==> src/rtl/dbsr_pkg.sv <==
package dbsr_pkg;

    localparam int unsigned STAGES = 8;

    typedef enum logic [1:0] {
        OP_HOLD   = 2'd0,
        OP_SHIFT  = 2'd1,
        OP_LOAD_A = 2'd2,
        OP_LOAD_B = 2'd3
    } op_e;

    typedef struct packed {
        logic par;
        logic free_load;
        logic a_is_src;
        logic a_en;
    } ctrl_t;

    function automatic op_e pick_op(ctrl_t c, logic rise);
        op_e r;
        if (!c.par)
            r = rise ? OP_SHIFT : OP_HOLD;
        else if (!(c.free_load || rise))
            r = OP_HOLD;
        else if (c.a_is_src)
            r = c.a_en ? OP_LOAD_A : OP_HOLD;
        else
            r = OP_LOAD_B;
        return r;
    endfunction

endpackage

==> src/rtl/dbsr_rise.sv <==
module dbsr_rise (
    input  logic clk,
    input  logic rst,
    input  logic sh_i,
    output logic rise_o
);
    logic sh_q;

    always_ff @(posedge clk) begin
        if (rst) sh_q <= 1'b0;
        else     sh_q <= sh_i;
    end

    assign rise_o = sh_i & ~sh_q;

    AST_ONE_PULSE: assert property (@(posedge clk) disable iff (rst)
        rise_o |=> !rise_o);
endmodule

==> src/rtl/dbsr_stages.sv <==
module dbsr_stages
    import dbsr_pkg::*;
#(
    parameter int unsigned W = STAGES
) (
    input  logic         clk,
    input  logic         rst,
    input  op_e          op,
    input  logic         ser_i,
    input  logic [W-1:0] a_in,
    input  logic [W-1:0] b_in,
    output logic [W-1:0] q
);
    logic [W-1:0] nxt;

    for (genvar i = 0; i < W; i++) begin : g_stage
        logic up;
        if (i == 0) begin : g_first
            assign up = ser_i;
        end else begin : g_rest
            assign up = q[i-1];
        end
        always_comb begin
            unique case (op)
                OP_SHIFT:  nxt[i] = up;
                OP_LOAD_A: nxt[i] = a_in[i];
                OP_LOAD_B: nxt[i] = b_in[i];
                default:   nxt[i] = q[i];
            endcase
        end
    end

    always_ff @(posedge clk) begin
        if (rst) q <= '0;
        else     q <= nxt;
    end

    AST_SHIFT_MOVE: assert property (@(posedge clk) disable iff (rst)
        (op == OP_SHIFT) |=> (q == {$past(q[W-2:0]), $past(ser_i)}));
    AST_LOAD_A: assert property (@(posedge clk) disable iff (rst)
        (op == OP_LOAD_A) |=> (q == $past(a_in)));
    AST_LOAD_B: assert property (@(posedge clk) disable iff (rst)
        (op == OP_LOAD_B) |=> (q == $past(b_in)));
    AST_HOLD_STABLE: assert property (@(posedge clk) disable iff (rst)
        (op == OP_HOLD) |=> $stable(q));
endmodule

==> src/rtl/dbsr_bus.sv <==
module dbsr_bus #(
    parameter int unsigned W = dbsr_pkg::STAGES
) (
    input  logic         clk,
    input  logic         rst,
    input  logic [W-1:0] q,
    input  logic         dir_i,
    input  logic         a_en_i,
    output logic [W-1:0] a_out,
    output logic         a_oe,
    output logic [W-1:0] b_out,
    output logic         b_oe,
    output logic         ser_o
);
    assign a_out = q;
    assign b_out = q;
    assign b_oe  = dir_i;
    assign a_oe  = ~dir_i & a_en_i;
    assign ser_o = q[W-1];

    AST_OE_EXCLUSIVE: assert property (@(posedge clk) disable iff (rst)
        !(a_oe && b_oe));
    AST_SER_TAP: assert property (@(posedge clk) disable iff (rst)
        ser_o == b_out[W-1]);
endmodule

==> src/rtl/dbsr_top.sv <==
module dbsr_top
    import dbsr_pkg::*;
#(
    parameter int unsigned W = STAGES
) (
    input  logic         clk,
    input  logic         rst,
    input  logic         shclk_i,
    input  logic         a_en_i,
    input  logic         async_i,
    input  logic         dir_i,
    input  logic         par_i,
    input  logic         ser_i,
    input  logic [W-1:0] a_in,
    output logic [W-1:0] a_out,
    output logic         a_oe,
    input  logic [W-1:0] b_in,
    output logic [W-1:0] b_out,
    output logic         b_oe,
    output logic         ser_o
);
    logic  rise;
    ctrl_t ctrl;
    op_e   op;
    logic [W-1:0] q;

    dbsr_rise u_rise (
        .clk    (clk),
        .rst    (rst),
        .sh_i   (shclk_i),
        .rise_o (rise)
    );

    always_comb begin
        ctrl.par       = par_i;
        ctrl.free_load = async_i;
        ctrl.a_is_src  = dir_i;
        ctrl.a_en      = a_en_i;
        op             = pick_op(ctrl, rise);
    end

    dbsr_stages #(.W(W)) u_stages (
        .clk   (clk),
        .rst   (rst),
        .op    (op),
        .ser_i (ser_i),
        .a_in  (a_in),
        .b_in  (b_in),
        .q     (q)
    );

    dbsr_bus #(.W(W)) u_bus (
        .clk    (clk),
        .rst    (rst),
        .q      (q),
        .dir_i  (dir_i),
        .a_en_i (a_en_i),
        .a_out  (a_out),
        .a_oe   (a_oe),
        .b_out  (b_out),
        .b_oe   (b_oe),
        .ser_o  (ser_o)
    );

    AST_RECIRC_KEEP: assert property (@(posedge clk) disable iff (rst)
        (par_i && dir_i && !a_en_i) |=> $stable(b_out));
    AST_FREE_LOAD_B: assert property (@(posedge clk) disable iff (rst)
        (par_i && async_i && !dir_i) |=> (a_out == $past(b_in)));
endmodule

==> config.mk <==
export PLATFORM = sky130hd
export DESIGN_NAME = dbsr_top
export DESIGN_NICKNAME = d
export VERILOG_FILES = /design/src/rtl/dbsr_pkg.sv /design/src/rtl/dbsr_rise.sv /design/src/rtl/dbsr_stages.sv /design/src/rtl/dbsr_bus.sv /design/src/rtl/dbsr_top.sv
export SDC_FILE = /design/constraint.sdc
export NUM_CORES = 1
export LEC_CHECK = 0
export ABC_AREA = 1
export CORE_AREA = 10 10 60 62
export DETAILED_ROUTE_END_ITERATION = 6
export DIE_AREA = 0 0 70 72
export GPL_ROUTABILITY_DRIVEN = 0
export PLACE_DENSITY = 0.7
export SYNTH_ARGS = -nofsm -noshare
export SYNTH_HDL_FRONTEND = slang
export SYNTH_SLANG_ARGS = --single-unit
==> constraint.sdc <==
create_clock -name clk -period 1.1 [get_ports clk]
set_clock_uncertainty 0.1 [all_clocks]
set_input_delay 0.22 -clock clk [delete_from_list [all_inputs] [get_ports clk]]
set_output_delay 0.22 -clock clk [all_outputs]
set_load 0.03 [all_outputs]
# [Word-level counts from Yosys, hierarchy flattened]
# Index checks and enable logic that the tools add are counted.
[word_totals] mem_bits_ro=0 latch_bits=0 output_inout_bits=19 ff_bits=9 ram_bits=0 n_memories=0
[op_classes] multipliers=0 n_reduce_logical=2 magnitude_cmp=0 muxes=13 shifts=0 addsub=0 div_mod_pow=0 n_eq_ne=3 n_bitwise=4
[ops] op="1-bit one-hot mux with 3 select lines" n=8
[ops] op="2-bit two-way mux" n=4
[ops] op="2-bit == test, second input constant" n=2
[ops] op="3-bit nonzero test" n=1
[ops] op="1-bit bitwise AND" n=2
[ops] op="2-bit by 1-bit == test with 1-bit output, second input constant" n=1
[ops] op="1-bit inverter" n=2
[ops] op="1-bit logical OR" n=1
[ops] op="1-bit two-way mux" n=1

# [Depth between registers and ports, before layout]
# Gate-level depths: netlist (run 1).
[depth] depth_word=7 ltp_mapped=10 depth_no_buf=9

# [By module]
# A second synthesis (run 1) with hierarchy kept.
[hier_totals] cells_unflattened=113 hier_area_um2=700.7
[by_module_without_submodules] module="dbsr_stages" seq_area_each_um2=160.2 area_each_um2=493.0 n_inst=1 cells_each=81
[by_module_without_submodules] module="dbsr_bus" seq_area_each_um2=0.0 area_each_um2=145.1 n_inst=1 cells_each=20
[by_module_without_submodules] module="dbsr_rise" seq_area_each_um2=20.0 area_each_um2=31.3 n_inst=1 cells_each=4
[by_module_without_submodules] module="dbsr_top" seq_area_each_um2=0.0 area_each_um2=31.3 n_inst=1 cells_each=8

# [Least setup slack after synthesis (run 1)]
# No wires, ideal clock.
[synth_path] path_type="register to register" start="register u_rise.sh_q" end="register u_stages.q[1]" t_required_ps=891 path_stages_with_launch=10 setup_slack_ps=-103 arrival_time_ps=994 path_cell_list="dfxtp_1 -> inv_1 -> nand2_2 -> nand2_4 -> nand3_4 -> buf_6 -> o21ai_1 -> nand3_1 -> nand2_1 -> inv_1"
[synth_via] elab_chain_cells=7
[synth_lines] item="start, declared" line_no="dbsr_rise.sv:7" rtl="logic sh_q;"
[synth_lines] item="start signal, assigned" line_no="dbsr_rise.sv:11" rtl="else sh_q <= sh_i;"
[synth_lines] item="1-bit inverter (*)" line_no="dbsr_rise.sv:14" rtl="assign rise_o = sh_i & ~sh_q;"
[synth_lines] item="1-bit bitwise AND (*)" line_no="dbsr_rise.sv:14"
[synth_lines] item="1-bit logical OR" line_no="dbsr_pkg.sv:23" rtl="else if (!(c.free_load || rise))"
[synth_lines] item="2-bit two-way mux" line_no="dbsr_pkg.sv:23"
[synth_lines] item="2-bit two-way mux (*)" line_no="dbsr_pkg.sv:21" rtl="if (!c.par)"
[synth_lines] item="2-bit == test / 2-bit by 1-bit == test with 1-bit output (equally long branches)" line_no="dbsr_stages.sv:24" rtl="unique case (op)"
[synth_lines] item="1-bit one-hot mux with 3 select lines / 3-bit nonzero test (equally long branches)"
[synth_lines] item="end signal, assigned" line_no="dbsr_stages.sv:35" rtl="else q <= nxt;"
[synth_lines] item="end, declared" line_no="dbsr_stages.sv:12" rtl="output logic [W-1:0] q"
# Every way passes the cells marked *; elsewhere a longest branch is shown, timed or not.
# A chain may end at the register's enable or synchronous reset.

# [Final worst setup path (run 1)]
# Ends and elaborated chain as after synthesis.

==> results of run 1 <==
[cells in the final DEF, fill, tap and decap left out]
cell,netlist,layout
buf_6,2,19
nand3_4,1,2
bufinv_8,1,1
o21ai_2,0,6
dfxtp_2,0,3
nand3_2,4,6
nor2_1,2,2
nand2_4,3,4
nand2_2,2,2
nand4_1,8,8
nand3_1,17,16
buf_2,0,2
a21oi_2,0,2
clkbuf_1,0,1
nand3b_1,1,1
inv_1,24,22
nor2_4,1,1
inv_2,3,5
o21ai_1,8,2
dlygate4sd2_1,0,3
nand2_8,0,4
clkdlybuf4s50_1,0,18
buf_4,10,10
dfxtp_4,0,6
clkbuf_4,0,3
nand2_1,20,18
[final cells by class]
class,instances,share of cell area (%)
multi-input combinational,74,37.5
timing repair buffer,52,35.3
sequential,9,14.4
inverter,28,8.30
tap,30,2.62
clock buffer,4,1.84
[sequential cells by signal (all words and copies together), names as in the netlist]
name / cells
u_stages.q: 8
u_rise.sh_q: 1
[cells in the mapped netlist]
cell type,number,share of area [%]
a21oi_1,2,1.2
buf_4,10,9.2
buf_6,2,2.8
buf_8,2,3.7
bufinv_8,1,2.1
dfxtp_1,9,22
inv_1,24,11
inv_2,3,1.4
nand2_1,20,9.2
nand2_2,2,1.5
nand2_4,3,4.1
nand3_1,17,10
nand3_2,4,4.9
nand3_4,1,2.1
nand3b_1,1,0.92
nand4_1,8,6.1
nor2_1,2,0.92
nor2_4,1,1.4
o21ai_1,8,4.9
[worst min path at each step]
| stage | to | slack [ps] | depth (start not counted) |
|---|---|---|---|
| floorplan | u_rise.sh_q | 190 | 1 |
| finish | u_rise.sh_q | 380 | 4 |
| detailed placement | u_stages.q[7] | 490 | 4 |
| global placement | u_stages.q[7] | 480 | 4 |
| CTS | u_rise.sh_q | 390 | 4 |
| global route | u_rise.sh_q | 400 | 4 |
[metrics by stage]
stage	cells	cell area [um2]	power (W)	setup TNS (ps)	hold slack, ps
floorplan	120	817	0.000824	-790	191
global placement	184	1140	0.000998	-4780	475
detailed placement	184	1140	0.00101	-4980	488
CTS	197	1390	0.00143	-747	390
global route	197	1430	0.00153	-1630	398
finish	197	1430	0.00145	-906	378
[worst reg2reg max path, delay by kind of cell (launching register included)]
family	cells	cell delay (ps)
DFF	1	320
buffers and inverters	2	120
and+or+nand+nor	6	610
[timing repair]
item | 4_1_cts | 5_1_grt
endpoints found under the setup margin | 27 | 20
pin swaps | 7 | 3
cloned | 5 | 0
resized for setup | 53 | 11
buffers inserted | 4 | 0
[power breakdown]
group	leakage (nW)	total [W]	switching, W	internal (W)
clock network	0.0150	0.000278	0.000137	0.000141
logic	0.625	0.000770	0.000424	0.000346
registers	0.0793	0.000408	0.0000424	0.000365
total	0.720	0.00145	0.000603	0.000852
[layer usage]
layer	global-route usage [%]	routed length [um]	share of wire (%)
met1	14.8	1300	42
met2	21.9	1500	48
met3	2.99	259	8.3
met4	4.17	48	1.5
met5	0	0	0
[cells by family (layout without fill, tap and decap cells)]
logic type | after synthesis | after routing | share of synthesized area [%]
compound gates | 10 | 10 | 6.13
buf+inv | 42 | 84 | 30.2
flops | 9 | 9 | 22.1
simple gates | 59 | 64 | 41.7
==> summary.md, run 1 <==
| Metric | Value |
|---|---|
| Final Hold Violating Endpoints | `0` |
| Crit-path leading delay family | `simple AND/OR/NAND/NOR gates` |
| Area of the die | `0.00504 mm2` |
| Crit-path slowest cell | `dfxtp_2` |
| Ys Warns | `0` |
| CTS Hold Bufs | `0` |
| CTS Root Cell | `clkbuf_4` |
| Vias | `approximately 970` |
| Multi-input gate area | `537 um2` |
| CTS tree | `built` |
| Final ANT Viol Nets | `0` |
| WL final | `around 3.1 mm` |
| Largest net degree at the start of global routing | `9` |
| Register area | `206 um2` |
| # IOs | `43` |
| Clk sink count | `9` |
| Worst Slack Setup Final | `-144 ps` |
| Stages on worst setup path | `8` |
| Initial antenna violation count | `0` |
| Hold_sp | `shclk_i` |
| Later-pin clock latency in the skew report | `270 ps` |
| Critical path launch point type | `flop` |
| Vias/cell | `~4.9` |
| CTS H-Tree Depth | `1` |
| Reg-to-Reg Start | `u_rise.sh_q` |
| Wire per inst | `15.8 um` |
| GRT Total Usage | `12.6%` |
| Row Count | `18` |
| Core Box Area | `0.00243 mm2` |
| Share of post-route cells with drive strength above 1 | `about 46%` |
| Final Slew Violations | `0` |
| Syn Area/Cell | `6.81 um2` |
| Slowest stage delay, CP | `320 ps` |
| CP Cell Sequence | `inv_2 > nand2_4 > nand2_8 > nand2_4 > nand3_1 > nand3_1 > nand2_1 > inv_1` |
| Least-Margin Pin Slew | `around 270 ps` |
| Sequential area share after synthesis | `22.1%` |
| MaxCap Viol Count | `0` |
| R2r setup slk | `-140 ps` |
| Yosys cell types | `19` |
| Fmax | `804 MHz` |
| Worst slew margin | `82.0%` |
| Fillers | `about 220` |
| Worst slack, placed | `-547 ps` |
| Critical Path Source | `u_rise.sh_q` |
| Total gr overflow | `0` |
| Iteration-0 DRC Markers | `between 60 and 70` |
| Worst R2R Path Depth | `8` |
| DP Wirelength | `1.91 mm` |
| First-pass GRT wire length | `5.30 mm` |
| Worst-path maximum fanout | `5` |
| CP endpoint | `u_stages.q[1]` |
| Pleak | `0.720 nW` |
| Failing checks | `setup timing` |
| Antenna diode count | `0` |
| Residual DRC count | `0` |
| Port bufs | `42` |
| Die H | `72 um` |
| Unrepaired setup endpoints after global routing | `true` |
| Area grow syn2layout | `75.2%` |
| Buf+Inv Stages, Crit Path | `2` |
| Clk slew on worst S/H paths | `70 ps` |
| Layout Utilization | `about three fifths` |
| Worst r2r dst | `u_stages.q[1]` |
| Synth Instances | `120` |
| Min Tclk post-route | `around 1200 ps` |
| Fin nets | `between 150 and 200` |
| Drt pass-1 iters | `4` |
| Critical Path RT | `1170 ps` |
| Fin crit share | `113%` |
| #FFs+latches synth | `9` |
| Starting density of the core | `33.6%` |
| Chip width | `70 um` |
| Outcome | `finished with violations` |
| Synthesized area | `817 um2` |
| PD cells | `1020 mW/mm2` |
| Worst hold path type | `primary input to flop` |
| Max Root-Sink Buffers | `2` |
| Vias in the first global route | `around 1000` |
| Count of final setup violators | `8` |
| Critical Path AT | `1310 ps` |
| Worst VDD drop | `0.510 mV` |
| Crit path capture type | `flop` |
| Crit Path Class | `flop to flop` |
| Post-Syn Nets | `144` |
| CTS buffer count | `3` |
No activity file was read; power rests on OpenSTA's default activity.
==> run 2: changes to the inputs <==
- CTS_CLUSTER_DIAMETER: unset -> 100
==> results of run 2 <==
The final DEF is identical to that of run 1; final timing and power are the same.
